**src/rtl/irqseq_pkg.sv**
```systemverilog
package irqseq_pkg;

  localparam int VEC_W = 8;
  localparam int EXC_N = 4;

  typedef enum logic [2:0] {
    SRC_NONE = 3'd0,
    SRC_EXC  = 3'd1,
    SRC_NMI  = 3'd2,
    SRC_EXT  = 3'd3,
    SRC_STEP = 3'd4
  } src_e;

  localparam logic [VEC_W-1:0] VEC_DIV   = 8'd0;
  localparam logic [VEC_W-1:0] VEC_STEP  = 8'd1;
  localparam logic [VEC_W-1:0] VEC_NMI   = 8'd2;
  localparam logic [VEC_W-1:0] VEC_BRK   = 8'd3;
  localparam logic [VEC_W-1:0] VEC_OVF   = 8'd4;
  localparam logic [VEC_W-1:0] VEC_BOUND = 8'd5;

  // Request slot i -> architectural vector; slots ordered by rising vector.
  function automatic logic [VEC_W-1:0] exc_slot_vec(input int i);
    case (i)
      0:       return VEC_DIV;
      1:       return VEC_BRK;
      2:       return VEC_OVF;
      default: return VEC_BOUND;
    endcase
  endfunction

  // Lowest slot wins: scan from the top so the last hit is the lowest one.
  function automatic logic [VEC_W-1:0] exc_first_vec(input logic [EXC_N-1:0] req);
    logic [VEC_W-1:0] v;
    v = VEC_DIV;
    for (int i = EXC_N - 1; i >= 0; i--) begin
      if (req[i]) v = exc_slot_vec(i);
    end
    return v;
  endfunction

endpackage

```
**src/rtl/irqseq_nmi_latch.sv**
```systemverilog
module irqseq_nmi_latch (
  input  logic clk,
  input  logic rst_n,
  input  logic nmi_in,
  input  logic served,
  output logic pending,
  output logic edge_seen
);
  logic nmi_q;

  assign edge_seen = nmi_in & ~nmi_q;

  always_ff @(posedge clk) begin
    if (!rst_n) begin
      nmi_q   <= 1'b0;
      pending <= 1'b0;
    end else begin
      nmi_q   <= nmi_in;
      pending <= (pending & ~served) | edge_seen;
    end
  end
endmodule

```
**src/rtl/irqseq_gate.sv**
```systemverilog
module irqseq_gate (
  input  logic cls_ss_write,
  input  logic cls_prefix,
  input  logic cls_ie_rise,
  input  logic cls_tf_write,
  input  logic flag_tf,
  input  logic flag_ie,
  input  logic nmi_pending,
  input  logic intr_in,
  output logic hold_all,
  output logic nmi_ok,
  output logic ext_ok,
  output logic step_ok
);
  assign hold_all = cls_ss_write | cls_prefix;
  assign nmi_ok   = nmi_pending & ~hold_all;
  assign ext_ok   = intr_in & flag_ie & ~hold_all & ~cls_ie_rise;
  assign step_ok  = flag_tf & ~cls_tf_write;
endmodule

```
**src/rtl/irqseq_select.sv**
```systemverilog
module irqseq_select
  import irqseq_pkg::*;
(
  input  logic [EXC_N-1:0] exc_req,
  input  logic             nmi_ok,
  input  logic             ext_ok,
  input  logic             step_ok,
  input  logic [VEC_W-1:0] ext_vec,
  output src_e             src,
  output logic [VEC_W-1:0] vec
);
  always_comb begin
    src = SRC_NONE;
    vec = '0;
    if (|exc_req) begin
      src = SRC_EXC;
      vec = exc_first_vec(exc_req);
    end else if (nmi_ok) begin
      src = SRC_NMI;
      vec = VEC_NMI;
    end else if (ext_ok) begin
      src = SRC_EXT;
      vec = ext_vec;
    end else if (step_ok) begin
      src = SRC_STEP;
      vec = VEC_STEP;
    end
  end
endmodule

```
**src/rtl/irq_boundary_arbiter.sv**
```systemverilog
module irq_boundary_arbiter
  import irqseq_pkg::*;
(
  input  logic       clk,
  input  logic       rst_n,
  input  logic       insn_done,
  input  logic       cls_ss_write,
  input  logic       cls_prefix,
  input  logic       cls_ie_rise,
  input  logic       cls_tf_write,
  input  logic       flag_tf,
  input  logic       flag_ie,
  input  logic       flag_of,
  input  logic       exc_div,
  input  logic       exc_brk,
  input  logic       exc_ovf_op,
  input  logic       exc_bound,
  input  logic       nmi_in,
  input  logic       intr_in,
  input  logic [7:0] ext_vec,
  output logic       take,
  output logic [7:0] vector,
  output logic       clr_tf,
  output logic       clr_ie
);
  logic [EXC_N-1:0] exc_req;
  logic             nmi_pending;
  logic             nmi_edge;
  logic             nmi_served;
  logic             hold_all;
  logic             nmi_ok;
  logic             ext_ok;
  logic             step_ok;
  src_e             pick_src;
  logic [VEC_W-1:0] pick_vec;
  logic             entry;

  // Slot order must follow exc_slot_vec.
  assign exc_req = {exc_bound, exc_ovf_op & flag_of, exc_brk, exc_div};

  assign entry      = insn_done & (pick_src != SRC_NONE);
  assign nmi_served = insn_done & (pick_src == SRC_NMI);

  irqseq_nmi_latch u_nmi (
    .clk       (clk),
    .rst_n     (rst_n),
    .nmi_in    (nmi_in),
    .served    (nmi_served),
    .pending   (nmi_pending),
    .edge_seen (nmi_edge)
  );

  irqseq_gate u_gate (
    .cls_ss_write (cls_ss_write),
    .cls_prefix   (cls_prefix),
    .cls_ie_rise  (cls_ie_rise),
    .cls_tf_write (cls_tf_write),
    .flag_tf      (flag_tf),
    .flag_ie      (flag_ie),
    .nmi_pending  (nmi_pending),
    .intr_in      (intr_in),
    .hold_all     (hold_all),
    .nmi_ok       (nmi_ok),
    .ext_ok       (ext_ok),
    .step_ok      (step_ok)
  );

  irqseq_select u_sel (
    .exc_req (exc_req),
    .nmi_ok  (nmi_ok),
    .ext_ok  (ext_ok),
    .step_ok (step_ok),
    .ext_vec (ext_vec),
    .src     (pick_src),
    .vec     (pick_vec)
  );

  always_ff @(posedge clk) begin
    if (!rst_n) begin
      take   <= 1'b0;
      clr_tf <= 1'b0;
      clr_ie <= 1'b0;
      vector <= '0;
    end else begin
      take   <= entry;
      clr_tf <= entry;
      clr_ie <= entry;
      if (entry) vector <= pick_vec;
    end
  end
endmodule

```
**config.mk**
```make
export PLATFORM = sky130hd
export DESIGN_NAME = irq_boundary_arbiter
export DESIGN_NICKNAME = d
export VERILOG_FILES = /design/src/rtl/irqseq_pkg.sv /design/src/rtl/irqseq_nmi_latch.sv /design/src/rtl/irqseq_gate.sv /design/src/rtl/irqseq_select.sv /design/src/rtl/irq_boundary_arbiter.sv
export SDC_FILE = /design/constraint.sdc
export NUM_CORES = 1
export LEC_CHECK = 0
export BUFFER_PORTS_ARGS = -buffer_cell sky130_fd_sc_hd__buf_4
export CAP_MARGIN = 20
export CORE_MARGIN = 2
export CORE_UTILIZATION = 37
export CTS_CLUSTER_SIZE = 12
export DETAILED_ROUTE_END_ITERATION = 6
export MAX_ROUTING_LAYER = met4
export PLACE_DENSITY = 0.83
export SYNTH_ARGS = -nofsm -noshare
export SYNTH_HDL_FRONTEND = slang
export SYNTH_SLANG_ARGS = --single-unit
```
**constraint.sdc**
```tcl
create_clock -name clk -period 1.29 [get_ports clk]
set_input_delay 0.129 -clock clk [delete_from_list [all_inputs] [get_ports clk]]
set_output_delay 0.129 -clock clk [all_outputs]
set_load 0.05 [all_outputs]
```
==> results of run 1 <==
final cells by class:
cell class	instances	share of cell area
Inverter	3	0.0115
Sequential cell	11	0.226
Clock buffer	4	0.0268
Timing Repair Buffer	46	0.360
Multi-Input combinational cell	49	0.356
Tap cell	16	0.0204
stage by stage:
stage / setup TNS (ns) / area (um2) / worst slack (ns)
5_1_grt: -0.209 / 981 / -0.112
4_1_cts: 0 / 963 / 0.00810
2_1_floorplan: 0 / 589 / 0.0151
6_report: -0.0419 / 981 / -0.0419
3_5_place_dp: -1.15 / 932 / -0.173
3_3_place_gp: -1.05 / 932 / -0.152
per-layer routing:
metal,track usage,vias up,part of all wire
li1,-,350,-
met5,-,-,0
met1,0.196,317,0.39
met4,0.0848,0,0.019
met2,0.318,23,0.53
met3,0.0583,4,0.054
cells in the mapped netlist:
cell type	n	share of area
o221a_1	1	0.019
o211a_1	1	0.017
o31ai_1	1	0.013
nand3b_1	1	0.013
clkinv_1	1	0.0064
a21oi_4	1	0.028
and2b_2	1	0.015
or3b_4	1	0.019
nor3_4	1	0.028
a21oi_1	11	0.093
and2_1	1	0.011
dfxtp_1	11	0.37
inv_1	2	0.013
o211ai_1	6	0.076
nand2_1	2	0.013
nand3_1	6	0.051
a2111o_1	1	0.019
buf_4	2	0.025
o21a_2	1	0.015
nor2_1	2	0.013
o21ai_0	3	0.025
and4b_1	1	0.017
or3_1	1	0.011
a21o_1	1	0.013
nand2b_1	1	0.011
nand2_2	1	0.011
o21ai_4	1	0.028
o22ai_1	1	0.011
o32ai_1	1	0.015
final timing paths:
kind / end / slack (ns) / cells past startpoint
max: vector[2] / -0.04 / 4
min: u_nmi.nmi_q / 0.08 / 2
min reg2reg: vector[3] / 0.47 / 2
max reg2reg: vector[2] / -0.04 / 4
cells by family after synthesis:
logic type	after synthesis	synth area share
flops	11	0.374
simple gates	19	0.210
buf+inv	5	0.0446
compound gates	30	0.372
worst reg2reg max path, stage by stage, from the launching register on:
cell      delay, ns
dfxtp_2        0.34
or3_4          0.35
o31ai_1        0.29
o211ai_1       0.14
a21oi_1        0.15
registers in the layout, summed over array words and instances (netlist names):
signal,flops
u_nmi.nmi_q,1
clr_ie,1
vector,8
u_nmi.pending,1
repair_timing:
action | 4_1_cts | 5_1_grt
gates resized for setup | 1 | 4
endpoints found under the setup margin | 5 | 8
buffers inserted | 0 | 1
gates cloned | 0 | 0
pin swaps | 7 | 5
power by group through the flow:
stage / Sequential, mW / Clock [mW] / Combinational (mW)
after floorplan: 0.388 / 0 / 0.0788
after global placement: 0.363 / 0 / 0.215
after detailed placement: 0.364 / 0 / 0.218
after CTS: 0.356 / 0.233 / 0.221
after global routing: 0.359 / 0.254 / 0.240
final: 0.358 / 0.229 / 0.226
==> impl_results.md, run 1 <==
- Outcome: complete, but fails checks
- Failing checks: setup timing
- Minimum clock period: 1.33 ns
- Crit path DAT: 1.53 ns
- First-pass GRT wire length: 2580 um
- Min-delay worst type: in -> reg
- Worst-margin pin slew: 0.296 ns
- Post-layout utilization of the core: 0.651
- Switching power: 231 uW
- Sink Count: 11
- Max Freq: 751 MHz
- Cell count after synthesis: 65
- Worst-Skew Late Latency: 0.26 ns
- Nets: 138
- Reg2reg start: u_nmi.pending
- Total track usage: 0.187
- Maximum fanout along the worst path: 2
- Die ar.: 0.00193 mm2
- Pre-Repair DR Iteration Count: 4
- Yosys Warn Count: 0
- CTS root buf: clkbuf_4
- Most common cell after layout, fill and taps aside: buf_4
- Delay-heaviest family, CP: compound AO/OA/AOI/OAI gates
- Vias in the first global route: 651
- Worst Path Required: 1.49 ns
- WL/cell: 13.6 um
- Initial antenna violation count: 0
- Multi-input logic area: 349 um2
- RSZ-0062 raised after global routing: true
- DRC: 0
- Initial core utilization: 0.391
- WP buf/inv: 0
- Via density: 5.38
- Leak: 0.446 nW
- Reg power frac: 0.441
- Max Slew Vio Count: 0
- Seq/Total Area, Yosys: 0.374
- CP Class: reg -> reg
- Share of post-route cells with drive strength above 1: 0.522
- Io pins: 35
- IO Port Bufs: 34
- Post-Syn Area: 589 um2
- PwrDens: 829 mW/mm2
- Die height: 43.9 um
- Crit-path cells: or3_4 -> o31ai_1 -> o211ai_1 -> a21oi_1
- Final Power: 813 uW
- TritonCTS Buffers: 3
- Placed Cells: 124
- Commonest non-fill, non-tap cells in the layout: buf_4, a21oi_1, dfxtp_1
- Hold buffer count at cts: 0
- #FFs+latches synth: 11
- Core area: 0.00151 mm2
- Iteration-0 DRC Markers: 10
- CTS H-tree depth: 1
- Max incr delay on CP: 0.35 ns
- Register area: 221 um2
- Finish-stage setup viols: 1
- Crit. Startpoint: u_nmi.pending
- Filler instances: 130
- Worst-case headroom to the max-slew limit: 0.801
- Internal Dissipation: 582 uW
- Syn nets: 89
- Area grow syn2layout: 66.5%
- Non-Filler Instances: 129
- Die boundary width: 43.9 um
- Fin crit share: 1.03
- Clock transition at path regs: 0.07 ns
- Routed via count: 694
- Largest net degree at the start of global routing: 10
- Switching share of power: 0.284
- Hold Path Origin: nmi_in
- Library cells used by synthesis: 29
- Worst Skew: 0.00308 ns
- # rows: 14
- Post-DP HPWL: 1290 um
- CP Launch Type: flip-flop
- Count of final hold-check violations: 0
- Wirelength, routed: 1750 um
- CTS Buffer Depth: 2
- CTS tree: built
- CP endpoint kind: flip-flop
- Antenna diodes: 0
- Power share of the clock group: 0.282
- Mapped Avg Cell Area: 9.07 um2
- Max IR drop VDD: 755 uV
- Maxcap violations: 0
- Hold_ws: 0.0794 ns
- Combinational Power Share: 0.278
- Final GP Congestion: 0.926
- Global route overflow: 0
- Final WS setup: -0.0419 ns
- Final ANT Viol Nets: 0
- CP max stage cell: or3_4
Power figures use the tool's default switching activity.
==> run 2: changes to the inputs <==
--- a/config.mk
+++ b/config.mk
@@ -6,8 +6,8 @@
 export NUM_CORES = 1
 export LEC_CHECK = 0
 export BUFFER_PORTS_ARGS = -buffer_cell sky130_fd_sc_hd__buf_4
-export CAP_MARGIN = 20
-export CORE_MARGIN = 2
+export CAP_MARGIN = 10
+export CORE_MARGIN = 3
 export CORE_UTILIZATION = 37
 export CTS_CLUSTER_SIZE = 12
 export DETAILED_ROUTE_END_ITERATION = 6
==> run 2 against run 1 <==
  * The run now ends clean
  * Cell count decreased by 0.78%
  * Routed wire length is 3.5% higher
  * Register-to-register slack improved by 0.04 ns
  * Critical path type unchanged
  * Critical endpoint is now vector[5]
  * Highest routed layer unchanged
==> impl_results.md, run 2 (synthesized netlist as in run 1, its figures left out) <==
- Maximum fanout along the worst path: 5
- R2r worst-path depth: 4
- Wirelength, routed: 1810 um
- IO Port Bufs: 34
- Worst Hold End: u_nmi.nmi_q
- Nets: 138
- Commonest non-fill, non-tap cells in the layout: buf_4, a21oi_1, dfxtp_1
- Global route overflow: 0
- CP endpoint kind: flip-flop
- Io pins: 35
- Initial antenna violation count: 0
- Minimum clock period: 1.29 ns
- Worst-Skew Late Latency: 0.27 ns
- CP max stage cell: or3_4
- Max Slew Vio Count: 0
- CTS H-tree depth: 1
- Antenna diodes: 0
- Switching share of power: 0.292
- Vias in the first global route: 698
- Worst Path Required: 1.49 ns
- Clock transition at path regs: 0.06 ns
- Combinational Power Share: 0.270
- Non-Filler Instances: 128
- CP Class: reg -> reg
- Max incr delay on CP: 0.35 ns
- Register area: 221 um2
- Worst Skew: 0.00848 ns
- Outcome: complete, no violations
- Largest net degree at the start of global routing: 10
- Multi-input logic area: 348 um2
- Final GP Congestion: 0.869
- Filler instances: 120
- Final ANT Viol Nets: 0
- Leak: 0.444 nW
- CTS tree: built
- # rows: 13
- Max reg flops: 8
- Via density: 5.44
- WL/cell: 14.1 um
- Count of final hold-check violations: 0
- Crit path DAT: 1.49 ns
- First-pass GRT wire length: 2880 um
- Pre-CTS setup slack: -0.188 ns
- Die height: 45.9 um
- Final WS setup: 0.00303 ns
- Iteration-0 DRC Markers: 12
- Reg power frac: 0.438
- Pre-Repair DR Iteration Count: 4
- Total track usage: 0.196
- CTS root buf: clkbuf_4
- Finish-stage setup viols: 0
- Post-DP HPWL: 1480 um
- Placed cell area: 938 um2
- Core area: 0.00140 mm2
- Largest Register: vector
- Worst-case headroom to the max-slew limit: 0.820
- Sink Count: 11
- TritonCTS Buffers: 3
- Worst-margin pin slew: 0.271 ns
- CP Launch Type: flip-flop
- Post-route cell area: 971 um2
- Reg2reg start: u_nmi.pending
- Area grow syn2layout: 64.8%
- Maxcap violations: 0
- Max IR drop VDD: 513 uV
- Share of post-route cells with drive strength above 1: 0.513
- Die ar.: 0.00211 mm2
- Hold Path Origin: nmi_in
- CTS Buffer Depth: 2
- Worst reg2reg setup slack: 0.003 ns
- Die boundary width: 45.9 um
- Initial core utilization: 0.421
- Switching power: 239 uW
- Internal Dissipation: 579 uW
- DRC: 0
- Most common cell after layout, fill and taps aside: buf_4
- Min-delay worst type: in -> reg
- Power share of the clock group: 0.292
- Hold path cells: 2
- Placed Cells: 124
- Setup TNS Final: 0 ns
- Max Freq: 777 MHz
- RSZ-0062 raised after global routing: true
- RR Endpoint: vector[5]
- Routed via count: 696
- Fin crit share: 0.998
- PwrDens: 842 mW/mm2
- Crit-path cells: or3_4 -> nor3_4 -> o211ai_1 -> a21oi_1
## run 2: how the worst max path moves through the flow
stage / startpoint / endpoint
after global placement: exc_ovf_op / vector[4]
final: u_nmi.pending / vector[5]
after floorplan: exc_ovf_op / vector[0]
after detailed placement: exc_ovf_op / vector[5]
after global routing: u_nmi.pending / vector[5]
after CTS: u_nmi.pending / vector[5]
## run 2: area by class of cell
class                   instances  area share
repair buffers                 46       0.356
multi-input cells              49       0.358
well taps                      15      0.0193
clock buffers                   4      0.0271
inverters                       3      0.0116
flip-flops and latches         11       0.228
## run 2: repair_timing
action                                  CTS  global route
pin swaps                                 8             7
hold buffers                              0             0
gates cloned                              0             0
gates resized for setup                   2             0
endpoints found under the setup margin    6             6
buffers inserted                          0             0
## run 2: power groups by stage
stage	clock (mW)	sequential (mW)	combinational, mW
floorplan	0	0.388	0.0788
global placement	0	0.365	0.213
detailed placement	0	0.365	0.217
CTS	0.246	0.358	0.220
global route	0.261	0.360	0.236
finish	0.239	0.358	0.221
## run 2: metal layers
| metal | global-route usage | vias to the layer above | share of wire |
|---|---|---|---|
| li1 | - | 345 | - |
| met1 | 0.217 | 319 | 0.41 |
| met2 | 0.324 | 25 | 0.51 |
| met3 | 0.0632 | 7 | 0.059 |
| met4 | 0.0682 | 0 | 0.017 |
| met5 | - | - | 0 |
## run 2: stage by stage
step                 util  hold WS [ns]  total power, mW
global route        0.694        0.0912            0.857
floorplan               -         0.248            0.467
CTS                 0.694        0.0700            0.824
finish              0.694        0.0745            0.818
global placement    0.671         0.347            0.577
detailed placement  0.671         0.349            0.582
## run 2: critical path: cells and delay by family, from the launching register on
family	cells	cell delay, ns
AO/OA/AOI/OAI	2	0.30
flip-flops	1	0.34
AND/OR/NAND/NOR	2	0.57
==> run 3: changes to the inputs <==
--- a/config.mk
+++ b/config.mk
@@ -8,11 +8,13 @@
 export BUFFER_PORTS_ARGS = -buffer_cell sky130_fd_sc_hd__buf_4
 export CAP_MARGIN = 10
 export CORE_MARGIN = 3
-export CORE_UTILIZATION = 37
+export CORE_UTILIZATION = 39
+export CTS_BUF_LIST = sky130_fd_sc_hd__clkbuf_4
 export CTS_CLUSTER_SIZE = 12
 export DETAILED_ROUTE_END_ITERATION = 6
 export MAX_ROUTING_LAYER = met4
-export PLACE_DENSITY = 0.83
+export PLACE_DENSITY = 0.86
+export REMOVE_ABC_BUFFERS = 1
 export SYNTH_ARGS = -nofsm -noshare
 export SYNTH_HDL_FRONTEND = slang
 export SYNTH_SLANG_ARGS = --single-unit
==> run 3 against run 2 <==
  * Via count is 3.4% lower
  * Setup slack improved by 0.040 ns
  * Sequential share of layout area decreased by 0.15 points
  * Maximum frequency grew 3.2%
  * Non-clock buffer count decreased by 1
  * Count of clock-buffer cells in the layout unchanged
  * Register-to-register slack gained 0.04 ns
  * Routed wire length decreased by 6.7%
  * Die area shrank 4.5%
  * Critical path type unchanged
  * Largest cell class unchanged
  * Highest routed layer unchanged
==> impl_results.md, run 3 (synthesized netlist as in run 1, its figures left out) <==
- Finish-stage setup viols: 0
- Internal Dissipation: 600 uW
- Power share of the clock group: 0.319
- CTS tree: built
- Fin crit share: 0.967
- Crit path DAT: 1.45 ns
- Total track usage: 0.192
- Worst-case headroom to the max-slew limit: 0.772
- Core area: 0.00137 mm2
- Largest net degree at the start of global routing: 10
- Via density: 5.29
- Max Slew Vio Count: 0
- Leak: 0.446 nW
- Share of post-route cells with drive strength above 1: 0.536
- Final Power: 849 uW
- Register area: 221 um2
- CTS Buffer Depth: 2
- Post-route cell area: 977 um2
- CP Class: reg -> reg
- Reg power frac: 0.421
- TritonCTS Buffers: 3
- Routed via count: 672
- Post-layout utilization of the core: 0.715
- Multi-input logic area: 354 um2
- Worst Skew: 0.00321 ns
- Iteration-0 DRC Markers: 10
- Die boundary width: 44.9 um
- Die ar.: 0.00201 mm2
- Clock transition at path regs: 0.07 ns
- Combinational Power Share: 0.260
- CTS H-tree depth: 1
- Switching power: 249 uW
- CP endpoint kind: flip-flop
- Initial core utilization: 0.431
- Max Freq: 802 MHz
- DRC: 0
- Vias in the first global route: 648
- Max reg flops: 8
- Count of final hold-check violations: 0
- Worst reg2reg setup slack: 0.04 ns
- Area grow syn2layout: 65.8%
- PwrDens: 869 mW/mm2
- CP Launch Type: flip-flop
- Min-delay worst type: in -> reg
- Largest Register: vector
- Worst Path Required: 1.49 ns
- Minimum clock period: 1.25 ns
- Worst-margin pin slew: 0.341 ns
- Maxcap violations: 0
- Maximum fanout along the worst path: 5
- Reg2reg start: u_nmi.pending
- # rows: 13
- Hold buffer count at cts: 0
- Most common cell after layout, fill and taps aside: buf_4
- Switching share of power: 0.294
- RSZ-0062 raised after global routing: true
- Io pins: 35
- Placed cell area: 916 um2
- Outcome: complete, no violations
- CTS root buf: clkbuf_4
- Pre-Repair DR Iteration Count: 4
- Post-DP HPWL: 1350 um
- First-pass GRT wire length: 2720 um
- Global route overflow: 0
- Wirelength, routed: 1690 um
- Sink Count: 11
- Nets: 137
- Max IR drop VDD: 654 uV
- Die height: 44.9 um
- Crit. Startpoint: u_nmi.pending
- Hold Path Origin: nmi_in
- Initial antenna violation count: 0
- Worst-Skew Late Latency: 0.28 ns
- WL/cell: 13.3 um
- IO Port Bufs: 34
- Commonest non-fill, non-tap cells in the layout: buf_4, a21oi_1, dfxtp_1
- Antenna diodes: 0
- Filler instances: 110
- Setup TNS Final: 0 ns
- Final GP Congestion: 0.834
- Final ANT Viol Nets: 0
==> run 3: cell types whose count changed in the layout (fill, tap and decap cells not counted) <==
cell	delta
a21o_2	+1
o31ai_1	-1
clkbuf_1	-1
buf_6	+1
buf_4	-2
a21o_1	-1
clkbuf_4	+1
o31ai_2	+1
==> run 3: per-layer routing <==
layer | share of wire | wire (um) | up-vias | GRT usage
met1 | 0.40 | 683 | 298 | 0.212
li1 | - | - | 344 | -
met5 | 0 | 0 | - | -
met2 | 0.50 | 845 | 24 | 0.304
met3 | 0.075 | 127 | 6 | 0.0717
met4 | 0.019 | 32 | 0 | 0.0936
==> run 3: power by group through the flow <==
stage	sequential (mW)	clock [mW]	combinational, mW
4_1_cts	0.357	0.281	0.218
6_report	0.357	0.271	0.221
5_1_grt	0.358	0.289	0.238
2_1_floorplan	0.403	0	0.0590
3_3_place_gp	0.364	0	0.210
3_5_place_dp	0.364	0	0.213
==> run 3: layout make-up <==
type / count / share of cell area
timing repair buffer: 45 / 0.350
multi-input combinational: 49 / 0.362
clock buffer: 4 / 0.0307
inverter: 3 / 0.0115
sequential: 11 / 0.227
tap: 15 / 0.0192
==> run 3: metrics by stage <==
stage	hold WS, ns	setup WS, ns	instances
2_1_floorplan	0.248	-0.0701	63
3_3_place_gp	0.346	-0.142	121
3_5_place_dp	0.354	-0.158	121
4_1_cts	0.0653	-0.0202	125
5_1_grt	0.0787	-0.0162	127
6_report	0.0680	0.0426	127
==> run 3: worst paths after layout <==
kind,cells after the start,end
worst max-delay path,4,vector[6]
worst min-delay path,2,u_nmi.nmi_q
worst max register to register,4,vector[6]
worst min register to register,2,vector[2]
==> run 3: timing repair <==
action	CTS	global route
setup buffers	0	2
endpoints found under the setup margin	6	7
resized for setup	3	2
pin swaps	9	2
cloned	0	0
==> run 3: worst max-delay path, cell delays in order, from the launching register on <==
cell	delay (ns)
dfxtp_2	0.33
or3_4	0.35
nor3_4	0.21
o211ai_1	0.13
a21oi_1	0.16
